**config.mk**
```make
export PLATFORM = sky130hd
export DESIGN_NAME = periph_base_decoder
export DESIGN_NICKNAME = d
export VERILOG_FILES = /design/src/rtl/periph_dec_pkg.sv /design/src/rtl/pbd_base_form.sv /design/src/rtl/pbd_irq_pick.sv /design/src/rtl/pbd_win_match.sv /design/src/rtl/periph_base_decoder.sv
export SDC_FILE = /design/constraint.sdc
export NUM_CORES = 1
export LEC_CHECK = 0
export BUFFER_PORTS_ARGS = -buffer_cell sky130_fd_sc_hd__buf_4
export CAP_MARGIN = 20
export CORE_ASPECT_RATIO = 1.1
export CORE_MARGIN = 2
export CORE_UTILIZATION = 36
export CTS_CLUSTER_DIAMETER = 80
export DETAILED_ROUTE_END_ITERATION = 12
export PLACE_DENSITY_LB_ADDON = 0.25
export SLEW_MARGIN = 30
export SYNTH_ARGS = -nofsm -noshare
export SYNTH_HDL_FRONTEND = slang
export SYNTH_SLANG_ARGS = --single-unit
```
**constraint.sdc**
```tcl
create_clock -name clk -period 1.4 [get_ports clk]
set_clock_uncertainty 0.15 [all_clocks]
set_input_delay 0.07 -clock clk [delete_from_list [all_inputs] [get_ports clk]]
set_output_delay 0.07 -clock clk [all_outputs]
set_load 0.02 [all_outputs]
```
**src/rtl/periph_dec_pkg.sv**
```systemverilog
package periph_dec_pkg;

   // Width of one configuration byte.
   localparam int CFG_W = 8;

   // Order of the chip select priority chain: entry 0 wins.
   typedef enum logic [1:0] {
      DEV_FDC    = 2'd0,
      DEV_UART_A = 2'd1,
      DEV_UART_B = 2'd2,
      DEV_LPT    = 2'd3
   } dev_e;

   localparam int NUM_DEV = 4;

   // Registered parallel mode.
   typedef struct packed {
      logic wide;   // 8-byte window
      logic ext;    // extra window with the high address bit set
   } lpt_mode_t;

endpackage

```
**src/rtl/pbd_base_form.sv**
```systemverilog
// Builds one base address from a configuration byte: shift, align, range-check, fallback.
module pbd_base_form #(
   parameter int              ADDR_W       = 11,
   parameter int              CFG_W        = 8,
   parameter int              SHIFT        = 2,
   parameter int              ALIGN_NARROW = 2,
   parameter int              ALIGN_WIDE   = 3,
   parameter logic [ADDR_W-1:0] LO         = 'h100,
   parameter logic [ADDR_W-1:0] HI         = 'h3FF,
   parameter logic [ADDR_W-1:0] FALLBACK   = 'h378
) (
   input  logic [CFG_W-1:0]  cfg_byte,
   input  logic              wide,
   output logic [ADDR_W-1:0] base
);

   localparam logic [ADDR_W-1:0] ONE    = ADDR_W'(1);
   localparam logic [ADDR_W-1:0] MASK_N = ~((ONE << ALIGN_NARROW) - ONE);
   localparam logic [ADDR_W-1:0] MASK_W = ~((ONE << ALIGN_WIDE) - ONE);

   if (CFG_W + SHIFT > ADDR_W) begin : g_bad_width
      $error("pbd_base_form: shifted byte does not fit the address width");
   end
   if (ALIGN_WIDE < ALIGN_NARROW) begin : g_bad_align
      $error("pbd_base_form: wide alignment must not be finer than narrow");
   end

   logic [ADDR_W-1:0] raw;
   logic [ADDR_W-1:0] aligned;
   logic              in_range;

   always_comb begin
      raw      = ADDR_W'(cfg_byte) << SHIFT;
      aligned  = raw & (wide ? MASK_W : MASK_N);
      in_range = (aligned >= LO) && (aligned <= HI);
      base     = in_range ? aligned : FALLBACK;
   end

endmodule

```
**src/rtl/pbd_irq_pick.sv**
```systemverilog
// Resolves one interrupt number: a zero gate field substitutes ZERO_VAL, invalid gives NONE.
module pbd_irq_pick #(
   parameter int IRQ_W    = 4,
   parameter int GATE_W   = 4,
   parameter int ZERO_VAL = 15
) (
   input  logic [IRQ_W-1:0]  num,
   input  logic [GATE_W-1:0] gate,
   input  logic              valid,
   output logic [IRQ_W-1:0]  irq
);

   localparam logic [IRQ_W-1:0] NONE = '1;
   localparam logic [IRQ_W-1:0] ZV   = IRQ_W'(ZERO_VAL);

   if (ZERO_VAL >= (1 << IRQ_W)) begin : g_bad_zero
      $error("pbd_irq_pick: substitute value does not fit the interrupt width");
   end

   logic [IRQ_W-1:0] resolved;

   always_comb begin
      resolved = (gate == '0) ? ZV : num;
      irq      = valid ? resolved : NONE;
   end

endmodule

```
**src/rtl/pbd_win_match.sv**
```systemverilog
// Address window compare; the window size follows the alignment variant in use.
module pbd_win_match #(
   parameter int ADDR_W       = 11,
   parameter int ALIGN_NARROW = 2,
   parameter int ALIGN_WIDE   = 3
) (
   input  logic [ADDR_W-1:0] addr,
   input  logic [ADDR_W-1:0] base,
   input  logic              wide,
   input  logic              en,
   output logic              hit
);

   localparam logic [ADDR_W-1:0] ONE    = ADDR_W'(1);
   localparam logic [ADDR_W-1:0] MASK_N = ~((ONE << ALIGN_NARROW) - ONE);
   localparam logic [ADDR_W-1:0] MASK_W = ~((ONE << ALIGN_WIDE) - ONE);

   logic [ADDR_W-1:0] mask;

   if (ALIGN_WIDE == ALIGN_NARROW) begin : g_fixed
      logic unused_wide;
      assign unused_wide = wide;
      assign mask        = MASK_N;
   end else begin : g_mode
      assign mask = wide ? MASK_W : MASK_N;
   end

   assign hit = en && (((addr ^ base) & mask) == '0);

endmodule

```
**src/rtl/periph_base_decoder.sv**
```systemverilog
module periph_base_decoder
   import periph_dec_pkg::*;
#(
   parameter int              ADDR_W        = 11,
   parameter int              IRQ_W         = 4,
   parameter int              EXT_BIT       = 10,
   parameter int              FDC_ALIGN     = 4,
   parameter int              UART_ALIGN    = 3,
   parameter int              LPT_ALIGN_STD = 2,
   parameter int              LPT_ALIGN_EPP = 3,
   parameter logic [ADDR_W-1:0] RANGE_LO    = 'h100,
   parameter logic [ADDR_W-1:0] FDC_HI      = 'h3F0,
   parameter logic [ADDR_W-1:0] LPT_HI      = 'h3FF,
   parameter logic [ADDR_W-1:0] UART_HI     = 'h3F8,
   parameter logic [ADDR_W-1:0] FDC_DEF     = 'h3F0,
   parameter logic [ADDR_W-1:0] LPT_DEF     = 'h378,
   parameter logic [ADDR_W-1:0] UA_DEF      = 'h3F8,
   parameter logic [ADDR_W-1:0] UB_DEF      = 'h2F8,
   parameter int              UA_IRQ_DEF    = 4,
   parameter int              UB_IRQ_DEF    = 3
) (
   input  logic              clk,
   input  logic              rst_n,
   input  logic [7:0]        cfg_fdc_base,
   input  logic [7:0]        cfg_lpt_base,
   input  logic [7:0]        cfg_uart_a_base,
   input  logic [7:0]        cfg_uart_b_base,
   input  logic              cfg_ext_en,
   input  logic              cfg_epp_sel,
   input  logic              cfg_ecp_sel,
   input  logic              cfg_lpt_dis,
   input  logic              cfg_uart_a_dis,
   input  logic              cfg_uart_b_dis,
   input  logic [7:0]        cfg_uart_irq,
   input  logic [7:0]        cfg_lpt_irq,
   input  logic [ADDR_W-1:0] host_addr,
   output logic [ADDR_W-1:0] fdc_base,
   output logic [ADDR_W-1:0] lpt_base,
   output logic [ADDR_W-1:0] uart_a_base,
   output logic [ADDR_W-1:0] uart_b_base,
   output logic              fdc_valid,
   output logic              lpt_valid,
   output logic              uart_a_valid,
   output logic              uart_b_valid,
   output logic [IRQ_W-1:0]  lpt_irq,
   output logic [IRQ_W-1:0]  uart_a_irq,
   output logic [IRQ_W-1:0]  uart_b_irq,
   output logic              cs_fdc,
   output logic              cs_uart_a,
   output logic              cs_uart_b,
   output logic              cs_lpt
);

   localparam int               NIB    = CFG_W / 2;
   localparam logic [IRQ_W-1:0] NO_IRQ = '1;
   localparam logic [ADDR_W-1:0] EXT_OFS = ADDR_W'(1) << EXT_BIT;
   localparam int               LPT_NUM_W = 3;

   // ---------------- elaboration checks ----------------
   if (ADDR_W <= EXT_BIT) begin : g_chk_ext
      $error("periph_base_decoder: address width cannot carry the extra window bit");
   end
   if (IRQ_W < NIB) begin : g_chk_irq
      $error("periph_base_decoder: interrupt width narrower than a nibble");
   end
   if (LPT_ALIGN_EPP <= LPT_ALIGN_STD) begin : g_chk_lpt
      $error("periph_base_decoder: EPP window must be larger than standard");
   end
   if (ADDR_W < CFG_W + 2) begin : g_chk_addr
      $error("periph_base_decoder: address width too small for shifted bytes");
   end

   // ---------------- next-state decode ----------------
   lpt_mode_t         lpt_mode_d;
   logic [ADDR_W-1:0] fdc_base_d, lpt_base_d, ua_base_d, ub_base_d;
   logic              lpt_valid_d, ua_valid_d, ub_valid_d;
   logic [IRQ_W-1:0]  lpt_irq_d, ua_irq_d, ub_irq_d;

   always_comb begin
      lpt_mode_d.wide = cfg_ext_en & cfg_epp_sel;
      lpt_mode_d.ext  = cfg_ext_en & cfg_ecp_sel;
      lpt_valid_d     = ~cfg_lpt_dis;
      ua_valid_d      = ~cfg_uart_a_dis & (cfg_uart_a_base[7:6] != 2'b00);
      ub_valid_d      = ~cfg_uart_b_dis & (cfg_uart_b_base[7:6] != 2'b00);
   end

   pbd_base_form #(
      .ADDR_W(ADDR_W), .CFG_W(CFG_W), .SHIFT(2),
      .ALIGN_NARROW(FDC_ALIGN), .ALIGN_WIDE(FDC_ALIGN),
      .LO(RANGE_LO), .HI(FDC_HI), .FALLBACK(FDC_DEF)
   ) u_fdc_form (
      .cfg_byte(cfg_fdc_base), .wide(1'b0), .base(fdc_base_d)
   );

   pbd_base_form #(
      .ADDR_W(ADDR_W), .CFG_W(CFG_W), .SHIFT(2),
      .ALIGN_NARROW(LPT_ALIGN_STD), .ALIGN_WIDE(LPT_ALIGN_EPP),
      .LO(RANGE_LO), .HI(LPT_HI), .FALLBACK(LPT_DEF)
   ) u_lpt_form (
      .cfg_byte(cfg_lpt_base), .wide(lpt_mode_d.wide), .base(lpt_base_d)
   );

   pbd_base_form #(
      .ADDR_W(ADDR_W), .CFG_W(CFG_W), .SHIFT(2),
      .ALIGN_NARROW(UART_ALIGN), .ALIGN_WIDE(UART_ALIGN),
      .LO(RANGE_LO), .HI(UART_HI), .FALLBACK(UA_DEF)
   ) u_ua_form (
      .cfg_byte(cfg_uart_a_base), .wide(1'b0), .base(ua_base_d)
   );

   pbd_base_form #(
      .ADDR_W(ADDR_W), .CFG_W(CFG_W), .SHIFT(2),
      .ALIGN_NARROW(UART_ALIGN), .ALIGN_WIDE(UART_ALIGN),
      .LO(RANGE_LO), .HI(UART_HI), .FALLBACK(UB_DEF)
   ) u_ub_form (
      .cfg_byte(cfg_uart_b_base), .wide(1'b0), .base(ub_base_d)
   );

   pbd_irq_pick #(
      .IRQ_W(IRQ_W), .GATE_W(NIB), .ZERO_VAL(UA_IRQ_DEF)
   ) u_ua_irq (
      .num(IRQ_W'(cfg_uart_irq[CFG_W-1:NIB])), .gate(cfg_uart_irq[CFG_W-1:NIB]),
      .valid(ua_valid_d), .irq(ua_irq_d)
   );

   pbd_irq_pick #(
      .IRQ_W(IRQ_W), .GATE_W(NIB), .ZERO_VAL(UB_IRQ_DEF)
   ) u_ub_irq (
      .num(IRQ_W'(cfg_uart_irq[NIB-1:0])), .gate(cfg_uart_irq[NIB-1:0]),
      .valid(ub_valid_d), .irq(ub_irq_d)
   );

   pbd_irq_pick #(
      .IRQ_W(IRQ_W), .GATE_W(NIB), .ZERO_VAL(int'(NO_IRQ))
   ) u_lpt_irq (
      .num(IRQ_W'(cfg_lpt_irq[CFG_W-1:CFG_W-LPT_NUM_W])), .gate(cfg_lpt_irq[NIB-1:0]),
      .valid(lpt_valid_d), .irq(lpt_irq_d)
   );

   // cfg_lpt_irq[4] carries no meaning for this block
   logic unused_lpt_bit;
   assign unused_lpt_bit = cfg_lpt_irq[NIB];

   // ---------------- registered decode ----------------
   lpt_mode_t         lpt_mode_q;
   logic [ADDR_W-1:0] fdc_base_q, lpt_base_q, ua_base_q, ub_base_q;
   logic              lpt_valid_q, ua_valid_q, ub_valid_q;
   logic [IRQ_W-1:0]  lpt_irq_q, ua_irq_q, ub_irq_q;

   always_ff @(posedge clk) begin
      if (!rst_n) begin
         fdc_base_q  <= FDC_DEF;
         lpt_base_q  <= LPT_DEF;
         ua_base_q   <= UA_DEF;
         ub_base_q   <= UB_DEF;
         lpt_mode_q  <= '0;
         lpt_valid_q <= 1'b1;
         ua_valid_q  <= 1'b1;
         ub_valid_q  <= 1'b1;
         lpt_irq_q   <= NO_IRQ;
         ua_irq_q    <= IRQ_W'(UA_IRQ_DEF);
         ub_irq_q    <= IRQ_W'(UB_IRQ_DEF);
      end else begin
         fdc_base_q  <= fdc_base_d;
         lpt_base_q  <= lpt_base_d;
         ua_base_q   <= ua_base_d;
         ub_base_q   <= ub_base_d;
         lpt_mode_q  <= lpt_mode_d;
         lpt_valid_q <= lpt_valid_d;
         ua_valid_q  <= ua_valid_d;
         ub_valid_q  <= ub_valid_d;
         lpt_irq_q   <= lpt_irq_d;
         ua_irq_q    <= ua_irq_d;
         ub_irq_q    <= ub_irq_d;
      end
   end

   // ---------------- window compare ----------------
   logic hit_fdc, hit_ua, hit_ub, hit_lpt_main, hit_lpt_ext;

   pbd_win_match #(.ADDR_W(ADDR_W), .ALIGN_NARROW(FDC_ALIGN), .ALIGN_WIDE(FDC_ALIGN))
   u_fdc_win (.addr(host_addr), .base(fdc_base_q), .wide(1'b0), .en(1'b1), .hit(hit_fdc));

   pbd_win_match #(.ADDR_W(ADDR_W), .ALIGN_NARROW(UART_ALIGN), .ALIGN_WIDE(UART_ALIGN))
   u_ua_win (.addr(host_addr), .base(ua_base_q), .wide(1'b0), .en(ua_valid_q), .hit(hit_ua));

   pbd_win_match #(.ADDR_W(ADDR_W), .ALIGN_NARROW(UART_ALIGN), .ALIGN_WIDE(UART_ALIGN))
   u_ub_win (.addr(host_addr), .base(ub_base_q), .wide(1'b0), .en(ub_valid_q), .hit(hit_ub));

   pbd_win_match #(.ADDR_W(ADDR_W), .ALIGN_NARROW(LPT_ALIGN_STD), .ALIGN_WIDE(LPT_ALIGN_EPP))
   u_lpt_win (.addr(host_addr), .base(lpt_base_q), .wide(lpt_mode_q.wide),
              .en(lpt_valid_q), .hit(hit_lpt_main));

   pbd_win_match #(.ADDR_W(ADDR_W), .ALIGN_NARROW(LPT_ALIGN_STD), .ALIGN_WIDE(LPT_ALIGN_EPP))
   u_lpt_ext_win (.addr(host_addr), .base(lpt_base_q | EXT_OFS), .wide(lpt_mode_q.wide),
                  .en(lpt_valid_q & lpt_mode_q.ext), .hit(hit_lpt_ext));

   // ---------------- priority chain ----------------
   logic [NUM_DEV-1:0] req, grant;

   always_comb begin
      req             = '0;
      req[DEV_FDC]    = hit_fdc;
      req[DEV_UART_A] = hit_ua;
      req[DEV_UART_B] = hit_ub;
      req[DEV_LPT]    = hit_lpt_main | hit_lpt_ext;
   end

   for (genvar i = 0; i < NUM_DEV; i++) begin : g_prio
      if (i == 0) begin : g_top
         assign grant[i] = req[i];
      end else begin : g_rest
         assign grant[i] = req[i] & ~(|req[i-1:0]);
      end
   end

   // ---------------- outputs ----------------
   assign fdc_base     = fdc_base_q;
   assign lpt_base     = lpt_base_q;
   assign uart_a_base  = ua_base_q;
   assign uart_b_base  = ub_base_q;
   assign fdc_valid    = 1'b1;
   assign lpt_valid    = lpt_valid_q;
   assign uart_a_valid = ua_valid_q;
   assign uart_b_valid = ub_valid_q;
   assign lpt_irq      = lpt_irq_q;
   assign uart_a_irq   = ua_irq_q;
   assign uart_b_irq   = ub_irq_q;
   assign cs_fdc       = grant[DEV_FDC];
   assign cs_uart_a    = grant[DEV_UART_A];
   assign cs_uart_b    = grant[DEV_UART_B];
   assign cs_lpt       = grant[DEV_LPT];

endmodule

```
## Word level (Yosys, flattened, before mapping)

Cells that the tools add are included.

| word-level totals | value |
|---|---|
| logic and storage cells | 87 |
| register bits | 61 |

| cells by class | value |
|---|---|
| bitwise operators | 26 |
| reduce and logical (&&, ||, !) cells | 28 |
| $lt $le $gt $ge | 8 |
| multiplexer cells | 7 |

Operator list:

| operator | count |
|---|---|
| zero test 11 bit | 5 |
| XOR 11 bit | 5 |
| >= comparator 10 x 9 -> 1 bit (second input constant) | 3 |
| less-or-equal comparator 10 bit (second input constant) | 3 |
| bitwise AND 11 bit | 2 |
| 2-to-1 mux 4 bit | 5 |
| zero test 4 bit | 3 |
| OR reduction 3 bit | 4 |
| bitwise AND 10 x 11 -> 11 bit | 1 |
| >= comparator 11 x 9 -> 1 bit (second input constant) | 1 |
| less-or-equal comparator 11 x 10 -> 1 bit (second input constant) | 1 |
| NOT 1 bit | 9 |
| bitwise AND 1 bit | 8 |
| logical AND 1 bit | 8 |
| AND reduction 2 bit | 4 |
| 2-to-1 mux 3 bit | 2 |
| nonzero test 2 bit | 2 |
| OR reduction 2 bit | 2 |
| bitwise OR 1 bit | 1 |

## Longest topological paths before layout

| depth | value |
|---|---|
| word-level depth | 6 |
| depth in mapped cells | 4 |
| mapped depth without buffers | 4 |

## By module

A second synthesis with hierarchy kept.

| second synthesis, totals | value |
|---|---|
| cell total of the unflattened synthesis | 272 |
| area total of the unflattened synthesis | 2648.8 µm² |

Modules (own cells, without submodules):

| module | seq. area each (µm²) | cells each | times used | area an instance (µm²) |
|---|---|---|---|---|
| periph_base_decoder | 1221.2 | 142 | 1 | 1699.1 |
| pbd_win_match at u_lpt_ext_win ... | 0.0 | 13 | 2 | 102.6 |
| pbd_win_match at u_ua_win ... | 0.0 | 12 | 2 | 95.1 |
| pbd_base_form at u_fdc_form ... | 0.0 | 12 | 2 | 83.8 |
| pbd_base_form at u_lpt_form | 0.0 | 13 | 1 | 88.8 |
| pbd_base_form at u_ub_form | 0.0 | 12 | 1 | 81.3 |
| pbd_win_match at u_fdc_win | 0.0 | 10 | 1 | 77.6 |
| pbd_irq_pick at u_ub_irq | 0.0 | 8 | 1 | 50.0 |
| pbd_irq_pick at u_ua_irq | 0.0 | 8 | 1 | 47.5 |
| pbd_irq_pick at u_lpt_irq | 0.0 | 5 | 1 | 41.3 |

## Worst setup path after synthesis

No wires, ideal clock.

| path | value |
|---|---|
| path type | register -> output |
| start | register fdc_base_q[5] (netlist: fdc_base[5]) |
| end | output port cs_uart_b |
| arrival | 1663 ps |
| setup slack | -483 ps |
| cell stages (with the launch flop) | 5 |
| cell sequence | dfxtp_1 xor2_1 or4_4 nor4_4 nor3_1 |

| on the way | value |
|---|---|
| longest elaborated chain between the ends | 5 |

RTL lines:

| what | RTL line | text |
|---|---|---|
| start, declared | periph_base_decoder.sv:146 | `logic [ADDR_W-1:0] fdc_base_q, lpt_base_q, ua_base_q, ub_base_q;` |
| start signal, assigned | periph_base_decoder.sv:164 | `fdc_base_q <= fdc_base_d;` |
| XOR 11 bit | pbd_win_match.sv:28 | `assign hit = en && (((addr ^ base) & mask) == '0);` |
| zero test 11 bit | pbd_win_match.sv:28 |  |
| via cs_fdc | periph_base_decoder.sv:48 | `output logic cs_fdc,` |
| OR reduction 2 bit | periph_base_decoder.sv:213 | `assign grant[i] = req[i] & ~(\|req[i-1:0]);` |
| NOT 1 bit | periph_base_decoder.sv:213 |  |
| bitwise AND 1 bit | periph_base_decoder.sv:213 |  |
| end, declared | periph_base_decoder.sv:50 | `output logic cs_uart_b,` |

The timed path passes the listed nets, and every way through them passes these cells.

## Final worst setup path

| path | value |
|---|---|
| start | register fdc_base_q[5] (netlist: fdc_base[5]) |
| end | output port cs_uart_b |

| on the way | value |
|---|---|
| longest elaborated chain between the ends | 5 |

RTL lines:

| what | RTL line |
|---|---|
| XOR 11 bit | pbd_win_match.sv:28 |
| zero test 11 bit | pbd_win_match.sv:28 |
| OR reduction 2 bit | periph_base_decoder.sv:213 |
| NOT 1 bit | periph_base_decoder.sv:213 |
| bitwise AND 1 bit | periph_base_decoder.sv:213 |

Every way passes these cells.

==> impl_metrics.yaml <==
outcome:
  status: "complete, but fails checks"
  violations: "negative hold slack, negative setup slack"
critical_path:
  critPathMaxFanout: 4
  startpoint_type: "flop"
  cp_slowest_cell: "or4_4"
  arrival_ps: 1840
  crit_chain: "xor2_1 > or4_4 > nor4_4 > nor3_1 > buf_4"
  critical-path-max-stage-delay_ps: 520
  crit_type: "flop to output pin"
  end_kind: "output pin"
  cp.required_ps: 1180
floorplanning:
  core_area_um2: 4680
  die_h_um: 77.7
  dieWidth_um: 71.0
  row_count: 26
  ios: 131
  die_area_um2: 5510
  initial_utilization_pct: 37.9
final_layout:
  area_growth_pct: 92.5
  regArea_um2: 906
  fin_cells: 413
  multi_input_area_um2: 820
  antenna_cells: 0
  final_cell_area_um2: 3420
  nets: 423
  drive_gt1_share_pct: 49.3
  fill_cells: 337
yosys:
  synth_most_common_cell: "dfxtp_1"
  async_reset_ff_share_pct: 0
  synth_top_area_share_pct: 50.7
  yosys-top-cells-count: "dfxtp_1, or2_2, xor2_1"
  synthCells: 171
  ys_ff_latch: 45
  yosys.cell_types.count: 29
  syn-cell-area_um2: 1780
  synth_top_area_cell: "dfxtp_1"
  postSynthAreaPerCell_um2: 10.4
  synthTopCellsByArea: "dfxtp_1, xor2_1, or2_2"
  ys_warn_count: 0
  synth_edf_count: 0
  synth_flop_cell: "dfxtp_1"
  ys_seq_area_share_pct: 50.7
pwr:
  power_density_nw_per_um2: 918
  vdd_drop_max_mv: 0.717
  total_power_mw: 3.14
  p_leak_nw: 1.57
grt:
  grt_max_degree: 14
  gr-total-overflow: 0
  antenna_found_initial: 0
  grtUsageTotal_pct: 20.6
  grt_pass1_wl_um: 8670
  first_global_vias: 1847
cts:
  post_cts_buffers: 0
  htree_num_levels: 2
  cts_buffers: 5
  clock_sinks: 45
  clk_path_buf_depth: 2
  clkSlewWorstSetupHoldPaths_ps: 80
  root_buffer: "clkbuf_8"
  cts_tree: "done"
placement:
  io_buffers: 106
  place_ws_ps: -351
  placed_cell_area_um2: 2790
  post-dp-hpwl_um: 3820
  numPlacedInstances: 357
  gp_congestion: 0.719
worst_hold_path:
  worstHoldPathType: "input pin to flop"
route:
  vias_per_cell: 4.37
  routedWlPerCell_um: 13.4
  dr.pass1.iters: 4
  route.detailed.drc: 0
  wl_um: 5550
  ant_nets: 0
  drtIter0Drc: 27
  num_vias: 1806
timing:
  report.final.slew_viol_count: 0
  period_share_pct: 147
  clock.fmax_mhz: 486
  worst_pin_slew_ps: 721
  hold_viol: 1
  finalSetupViolCount: 4
  worst_slack_ps: -658
  whs_ps: -30.3
  relSlewSlack_pct: 51.4
  rsz0062_at_grt: "true"
  fin_crit_ps: 2060
flow_run:
  max_cap_viol_count: 0
final cells by class:
cell class / instances / area share [%]
clock inverters: 1 / 0.878
well taps: 56 / 2.05
repair buffers: 181 / 43.8
clock buffers: 7 / 2.52
flip-flops and latches: 45 / 26.5
multi-input cells: 120 / 24.0
inverters: 3 / 0.329
worst paths after layout:
check	cells past startpoint	endpoint	startpoint
max	5	cs_uart_b	fdc_base[5]
min	2	lpt_mode_q[0]	rst_n
per-stage QoR:
stage,util (%),TNS [ps]
2_1_floorplan,-,-1460
3_3_place_gp,59.5,-1210
3_5_place_dp,59.5,-1200
4_1_cts,73.1,-2520
5_1_grt,73.0,-2930
6_report,73.0,-2500
state kept, by name, summed over array words and instances (netlist names):
name,flops
uart_b_irq,4
uart_a_valid,1
uart_b_valid,1
uart_a_irq,4
lpt_valid,1
uart_b_base,7
fdc_base,6
uart_a_base,7
lpt_base,8
lpt_irq,4
lpt_mode_q,2
worst max-delay path: cells and delay by family, from the launching register on:
family / cells / cell delay (ps)
AND/OR/NAND/NOR: 3 / 900
flip-flops: 1 / 330
buffers and inverters: 1 / 170
XOR/XNOR: 1 / 150
report_power, final:
group / switching, mW / internal, mW
combinational: 0.326 / 0.415
sequential: 0.0374 / 1.35
clock: 0.429 / 0.582
total: 0.793 / 2.35
kinds of logic after synthesis:
family | after synthesis | share of synthesized area, %
AND/OR/NAND/NOR | 62 | 22.2
flip-flops | 45 | 50.7
XOR/XNOR | 28 | 13.8
buffers and inverters | 21 | 8.03
AO/OA/AOI/OAI | 13 | 4.86
other | 2 | 0.423
timing repair:
action | in CTS | in global routing
hold buffers | 50 | 2
pin swaps | 1 | 0
hold endpoints to repair | 45 | 3
gates resized for setup | 6 | 3
setup endpoints to repair | 4 | 11
layer usage:
metal	track usage, %	wire length [µm]	up-vias
met5	0	0	-
met4	6.98	144	0
met3	7.01	474	14
met2	36.8	2790	90
met1	22.5	2140	804
li1	-	-	898
layout by cell type, fill, tap and decap left out, drive strengths merged:
| cell type | Yosys | routed |
|---|---|---|
| buf | 17 | 132 |
| dlygate4sd3 | 0 | 49 |
| dfxtp | 45 | 45 |
| nor3 | 4 | 4 |
| nor4b | 1 | 1 |
| xor2 | 21 | 21 |
| clkbuf | 1 | 7 |
| nand3b | 1 | 1 |
| a2111oi | 1 | 1 |
| and2 | 1 | 1 |
| o21bai | 2 | 2 |
| xnor2 | 7 | 7 |
| or4 | 1 | 1 |
| bufinv | 0 | 1 |
| nand4 | 1 | 1 |
| or2 | 25 | 25 |
| nor2b | 1 | 1 |
| nand2b | 5 | 5 |
| nand2 | 7 | 7 |
| nor4 | 6 | 6 |
| nor2 | 2 | 2 |
| conb | 2 | 17 |
| nand3 | 1 | 1 |
| inv | 3 | 3 |
| and3 | 2 | 2 |
| or3 | 2 | 2 |
| o21a | 5 | 5 |
| or4b | 1 | 1 |
| nor3b | 1 | 1 |
| o21ai | 5 | 5 |
Power figures use the tool's default switching activity.
